File: config.mk
export PLATFORM = sky130hd
export DESIGN_NAME = nmi_guard
export DESIGN_NICKNAME = d
export VERILOG_FILES = /design/src/rtl/nmi_guard_pkg.sv /design/src/rtl/nmi_guard_regif.sv /design/src/rtl/nmi_guard_flags.sv /design/src/rtl/nmi_guard_timer.sv /design/src/rtl/nmi_guard.sv
export SDC_FILE = /design/constraint.sdc
export NUM_CORES = 1
export LEC_CHECK = 0
export CAP_MARGIN = 20
export CORE_MARGIN = 2
export CORE_UTILIZATION = 55
export CTS_CLUSTER_DIAMETER = 200
export DETAILED_ROUTE_END_ITERATION = 12
export DONT_BUFFER_PORTS = 1
export GPL_TIMING_DRIVEN = 0
export PLACE_DENSITY = 0.67
export SLEW_MARGIN = 5
export SYNTH_ARGS = -nofsm -noshare
export SYNTH_HDL_FRONTEND = slang
export SYNTH_HIERARCHICAL = 1
export SYNTH_SLANG_ARGS = --single-unit
File: constraint.sdc
create_clock -name clk_i -period 4.7 [get_ports clk_i]
set_clock_uncertainty 0.1 [all_clocks]
set_input_delay 0.94 -clock clk_i [delete_from_list [all_inputs] [get_ports clk_i]]
set_output_delay 0.94 -clock clk_i [all_outputs]
set_load 0.01 [all_outputs]
File: src/rtl/nmi_guard_pkg.sv
package nmi_guard_pkg;

  localparam int unsigned REG_ADDR_W = 3;

  typedef enum logic [REG_ADDR_W-1:0] {
    REG_CTRL    = 3'd0,
    REG_FLAG    = 3'd1,
    REG_FLAGCLR = 3'd2,
    REG_PERIOD  = 3'd3,
    REG_COUNT   = 3'd4
  } nmi_reg_e;

endpackage

File: src/rtl/nmi_guard_regif.sv
module nmi_guard_regif
  import nmi_guard_pkg::*;
#(
  parameter int unsigned NUM_SRC    = 4,
  parameter int unsigned CNT_W      = 16,
  parameter int unsigned DATA_W     = 16,
  parameter int unsigned PERIOD_RST = 16
) (
  input  logic                  clk_i,
  input  logic                  rst_ni,
  input  logic [REG_ADDR_W-1:0] addr_i,
  input  logic                  wr_i,
  input  logic [DATA_W-1:0]     wdata_i,
  input  logic [NUM_SRC-1:0]    flags_i,
  input  logic                  glob_i,
  input  logic [CNT_W-1:0]      cnt_i,
  output logic                  enable_o,
  output logic [CNT_W-1:0]      period_o,
  output logic [NUM_SRC-1:0]    clr_mask_o,
  output logic                  clr_glob_o,
  output logic [DATA_W-1:0]     rdata_o
);

  localparam int unsigned FLAG_HI = NUM_SRC;

  logic             enable_q, enable_d;
  logic [CNT_W-1:0] period_q, period_d;
  logic             wr_ctrl, wr_clr, wr_period;

  always_comb begin
    wr_ctrl   = wr_i && (addr_i == REG_CTRL);
    wr_clr    = wr_i && (addr_i == REG_FLAGCLR);
    wr_period = wr_i && (addr_i == REG_PERIOD);
  end

  always_comb begin
    enable_d = enable_q | (wr_ctrl & wdata_i[0]);
    period_d = period_q;
    if (wr_period) begin
      period_d = wdata_i[CNT_W-1:0];
    end
  end

  always_ff @(posedge clk_i or negedge rst_ni) begin
    if (!rst_ni) begin
      enable_q <= 1'b0;
      period_q <= CNT_W'(PERIOD_RST);
    end else begin
      enable_q <= enable_d;
      period_q <= period_d;
    end
  end

  always_comb begin
    clr_mask_o = wr_clr ? wdata_i[FLAG_HI:1] : '0;
    clr_glob_o = wr_clr & wdata_i[0];
  end

  always_comb begin
    rdata_o = '0;
    unique case (addr_i)
      REG_CTRL:   rdata_o[0] = enable_q;
      REG_FLAG: begin
        rdata_o[0]         = glob_i;
        rdata_o[FLAG_HI:1] = flags_i;
      end
      REG_PERIOD: rdata_o[CNT_W-1:0] = period_q;
      REG_COUNT:  rdata_o[CNT_W-1:0] = cnt_i;
      default:    rdata_o = '0;
    endcase
  end

  assign enable_o = enable_q;
  assign period_o = period_q;

endmodule

File: src/rtl/nmi_guard_flags.sv
module nmi_guard_flags #(
  parameter int unsigned NUM_SRC = 4
) (
  input  logic               clk_i,
  input  logic               rst_ni,
  input  logic               enable_i,
  input  logic [NUM_SRC-1:0] src_i,
  input  logic [NUM_SRC-1:0] clr_mask_i,
  input  logic               clr_glob_i,
  output logic [NUM_SRC-1:0] flags_o,
  output logic               glob_o
);

  logic [NUM_SRC-1:0] flags_q, flags_d, set_vec;
  logic               glob_q, glob_d;
  logic               any_set, all_clear;

  for (genvar i = 0; i < NUM_SRC; i++) begin : g_flag
    always_comb begin
      set_vec[i] = enable_i & src_i[i];
      // A new event outranks an acknowledge in the same cycle.
      flags_d[i] = set_vec[i] | (flags_q[i] & ~clr_mask_i[i]);
    end

    always_ff @(posedge clk_i or negedge rst_ni) begin
      if (!rst_ni) begin
        flags_q[i] <= 1'b0;
      end else begin
        flags_q[i] <= flags_d[i];
      end
    end
  end

  always_comb begin
    any_set   = |set_vec;
    all_clear = (flags_q == '0);
    glob_d    = any_set | (glob_q & ~(clr_glob_i & all_clear));
  end

  always_ff @(posedge clk_i or negedge rst_ni) begin
    if (!rst_ni) begin
      glob_q <= 1'b0;
    end else begin
      glob_q <= glob_d;
    end
  end

  assign flags_o = flags_q;
  assign glob_o  = glob_q;

endmodule

File: src/rtl/nmi_guard_timer.sv
module nmi_guard_timer #(
  parameter int unsigned CNT_W = 16
) (
  input  logic             clk_i,
  input  logic             rst_ni,
  input  logic             pending_i,
  input  logic [CNT_W-1:0] period_i,
  output logic [CNT_W-1:0] cnt_o,
  output logic             wdrst_o
);

  logic [CNT_W-1:0] cnt_q, cnt_d;
  logic             fired_q, fired_d;
  logic             reached, cnt_en, pulse;

  always_comb begin
    reached = (cnt_q >= period_i);
    cnt_en  = pending_i & ~reached;
    pulse   = pending_i & reached & ~fired_q;
  end

  always_comb begin
    if (!pending_i) begin
      cnt_d = '0;
    end else if (cnt_en) begin
      cnt_d = cnt_q + 1'b1;
    end else begin
      cnt_d = cnt_q;
    end
    fired_d = pending_i & (fired_q | pulse);
  end

  always_ff @(posedge clk_i or negedge rst_ni) begin
    if (!rst_ni) begin
      cnt_q   <= '0;
      fired_q <= 1'b0;
    end else begin
      cnt_q   <= cnt_d;
      fired_q <= fired_d;
    end
  end

  assign cnt_o   = cnt_q;
  assign wdrst_o = pulse;

endmodule

File: src/rtl/nmi_guard.sv
module nmi_guard
  import nmi_guard_pkg::*;
#(
  parameter int unsigned NUM_SRC    = 4,
  parameter int unsigned CNT_W      = 16,
  parameter int unsigned DATA_W     = 16,
  parameter int unsigned PERIOD_RST = 16
) (
  input  logic                  clk_i,
  input  logic                  rst_ni,
  input  logic [NUM_SRC-1:0]    src_i,
  input  logic [REG_ADDR_W-1:0] reg_addr_i,
  input  logic                  reg_wr_i,
  input  logic [DATA_W-1:0]     reg_wdata_i,
  output logic [DATA_W-1:0]     reg_rdata_o,
  output logic                  nmi_req_o,
  output logic                  nmi_wdrst_o
);

  localparam int unsigned SYNC_STAGES = 2;

  logic [SYNC_STAGES-1:0] rst_pipe_q;
  logic                   rst_sync_n;
  logic                   enable_q;
  logic [CNT_W-1:0]       period_q;
  logic [CNT_W-1:0]       cnt_q;
  logic [NUM_SRC-1:0]     flags_q;
  logic [NUM_SRC-1:0]     clr_mask;
  logic                   clr_glob;
  logic                   glob_q;
  logic                   pending;

  always_ff @(posedge clk_i or negedge rst_ni) begin
    if (!rst_ni) begin
      rst_pipe_q <= '0;
    end else begin
      rst_pipe_q <= {rst_pipe_q[SYNC_STAGES-2:0], 1'b1};
    end
  end

  assign rst_sync_n = rst_pipe_q[SYNC_STAGES-1];

  nmi_guard_regif #(
    .NUM_SRC   (NUM_SRC),
    .CNT_W     (CNT_W),
    .DATA_W    (DATA_W),
    .PERIOD_RST(PERIOD_RST)
  ) regif_i (
    .clk_i     (clk_i),
    .rst_ni    (rst_sync_n),
    .addr_i    (reg_addr_i),
    .wr_i      (reg_wr_i),
    .wdata_i   (reg_wdata_i),
    .flags_i   (flags_q),
    .glob_i    (glob_q),
    .cnt_i     (cnt_q),
    .enable_o  (enable_q),
    .period_o  (period_q),
    .clr_mask_o(clr_mask),
    .clr_glob_o(clr_glob),
    .rdata_o   (reg_rdata_o)
  );

  nmi_guard_flags #(
    .NUM_SRC(NUM_SRC)
  ) flags_i (
    .clk_i     (clk_i),
    .rst_ni    (rst_sync_n),
    .enable_i  (enable_q),
    .src_i     (src_i),
    .clr_mask_i(clr_mask),
    .clr_glob_i(clr_glob),
    .flags_o   (flags_q),
    .glob_o    (glob_q)
  );

  assign pending = |flags_q;

  nmi_guard_timer #(
    .CNT_W(CNT_W)
  ) timer_i (
    .clk_i    (clk_i),
    .rst_ni   (rst_sync_n),
    .pending_i(pending),
    .period_i (period_q),
    .cnt_o    (cnt_q),
    .wdrst_o  (nmi_wdrst_o)
  );

  assign nmi_req_o = glob_q;

endmodule

==> flow_metrics.tcl <==
set metrics [dict create \
    status "completed" \
    irDropWorstVdd_mv 0.211 \
    ys_ff_latch 41 \
    yosys_warnings 6 \
    powerDensity_mw_per_mm2 393 \
    synth_cell_types 50 \
    synth_commonest_cells "dfrtp_1 (40), inv_1 (27), nand2_1 (20)" \
    synth_nets 296 \
    grt_max_degree 30 \
    rsz0062_at_grt "false" \
    antenna_found_initial 0 \
    synthCells 253 \
    grt_pass1_vias 1884 \
    avgSynthCellArea_um2 10.1 \
    drt_iter0_drc 68 \
    critPathCaptureType "primary output" \
    synthMostInstantiatedCell "dfrtp_1" \
    syn-cell-area_mm2 0.00254 \
    cts_resized 0 \
    htreeDepth 2 \
    synth_edf_count 0 \
    cp.arrival_ps 2660 \
    initial_core_util_pct 57.6 \
    ctsLongestPathBuffers 2 \
    cts_setup_buffers 0 \
    grt_first_pass_wirelength_mm 9.10 \
    pin_count 44 \
    cts_tree "yes" \
    crit_family "compound AO/OA/AOI/OAI gates" \
    cts_buffers 5 \
    worstMarginPinSlew_ps 533 \
    place.gp.congestion 0.772 \
    hold_viol 0 \
    hold_class "reg -> async" \
    ys_seq_area_share_pct 40.4 \
    drc 0 \
    fmax_mhz 270 \
    tns_ps 0 \
    slowest_stage "dfstp_2" \
    netlist.area_leader.share_pct 39.4 \
    r2r_start "timer_i/cnt_o[0]" \
    p_leak_nw 1.29 \
    start_kind "flop" \
    cp_cell_sequence "inv_1 -> ha_1 -> and3_1 -> o211ai_1 -> o21a_1 -> o21ai_2 -> buf_2 -> nor3b_1" \
    drtAntennaViolNets 0 \
    slew_violations 0 \
    async_flop_share_pct 100 \
    wire_per_inst_um 16.7 \
    synthTopCellsByArea "dfrtp_1 (39%), ha_1 (8.4%), mux2_4 (5.9%)" \
    drt-total-wl_mm 5.23 \
    grtUsageTotal_pct 22.7 \
    crit_start "regif_i/period_o[4]" \
    max-cap-violations 0 \
    root_buffer "clkbuf_8" \
    via_per_inst 6.01 \
    clk_pin_slew_ps 70 \
    drive_gt1_share_pct 15.3 \
    cp_num_buf_inv 2 \
    grt.overflow.total 0 \
    die_y_um 72.0 \
    worstSetupPathType "reg -> out" \
    cts_hold_buf 0 \
    min_period_over_period_pct 78.7 \
    path_max_fanout 10 \
    coreArea_mm2 0.00441 \
    finalCriticalPeriod_ps 3700 \
    dieArea_mm2 0.00518 \
    synthFlopType "dfrtp_1" \
    io_buffers 0 \
    syn_to_final_growth_pct 6.54 \
    nNetsFinal 304 \
    n_antenna_cell 0 \
    setup_viol 0 \
    relSlewSlack_pct 64.4 \
    vias 1886 \
    crit_required_ps 3660 \
    cts_sinks 41 \
    hpwl_mm 3.84 \
    drtPass1Iterations 4 \
    die_x_um 72.0 \
    max_stage_delay_ps 540 \
    insertion_delay_ps 290 \
    rows 24 \
    timing.hold.ws_ps 43.5 \
    synth_top_area_cell "dfrtp_1" \
]
-- final cells by class --
class / count / area [µm²]
sequential: 41 / 1030
multi-input combinational: 177 / 1360
tap: 52 / 65.1
buffer: 8 / 55.1
fill: 394 / 1700
timing repair buffer: 1 / 20.0
clock buffer: 8 / 80.1
inverter: 27 / 101
-- metal layers --
| layer | track usage, % | part of all wire [%] |
|---|---|---|
| met3 | 5.28 | 5.5 |
| met2 | 35.5 | 45 |
| met1 | 32.1 | 49 |
| met5 | 0 | 0 |
| met4 | 5.66 | 0.31 |
-- worst paths after layout --
| path | to | slack [ps] | cells past startpoint |
|---|---|---|---|
| max | nmi_wdrst_o | 1000 | 8 |
| min in group clk_i | rst_pipe_q[1] | 260 | 0 |
| min | regif_i/period_o[13] | 40 | 0 |
| max reg2reg | timer_i/cnt_o[15] | 2160 | 8 |
| min reg2reg | regif_i/period_o[13] | 40 | 0 |
| max in group asynchronous | regif_i/period_o[4] | 3940 | 1 |
-- power by group --
| part | internal, mW | switching [mW] |
|---|---|---|
| Clock | 0.106 | 0.114 |
| Sequential | 0.428 | 0.0888 |
| Combinational | 0.162 | 0.165 |
-- sequential cells by signal, indices dropped and copies added, names as in the netlist --
name,cells
rst_pipe_q,2
regif_i/period_o,16
flags_i/flags_o,4
timer_i/fired_q,1
timer_i/cnt_o,16
regif_i/enable_o,1
flags_i/glob_o,1
-- kinds of logic after synthesis --
kind of cell	after synthesis	synth area share (%)
AOI/OAI and AO/OA	51	15.2
xor gates and xnor gates	4	1.38
adders and majority gates	17	8.36
buffers and inverters	35	6.15
DFF	41	40.4
muxes	20	10.1
other	1	0.147
and+or+nand+nor	84	18.3
-- per-stage QoR --
step                worst slack, ps  cells  cell area [µm²]  utilization, %  total power [mW]
CTS                             982    314             2710            61.4              1.08
finish                         1000    314             2710            61.4              1.06
floorplan                      1590    253             2540               -             0.772
global route                    815    314             2710            61.4              1.17
global placement               1310    305             2610            59.1             0.840
detailed placement             1310    306             2630            59.6             0.850
-- worst reg2reg max path: stages (launching register included) --
cell,delay [ps]
dfrtp_1,440
inv_1,100
ha_1,270
nand2b_1,140
a211oi_1,280
o21a_1,250
o2111ai_1,300
nor4_1,350
mux2i_1,230
-- cells in the final DEF, fill, tap and decap left out, drive strengths merged, types with 11 or more instances in the layout --
cell type | synthesis | layout
dfrtp | 40 | 40
inv | 27 | 27
nand2 | 21 | 21
ha | 17 | 17
nand3 | 16 | 16
mux2 | 16 | 16
a22o | 12 | 12
o21ai | 12 | 12
nor2 | 11 | 11
clkbuf | 3 | 11
Power figures use the tool's default switching activity.
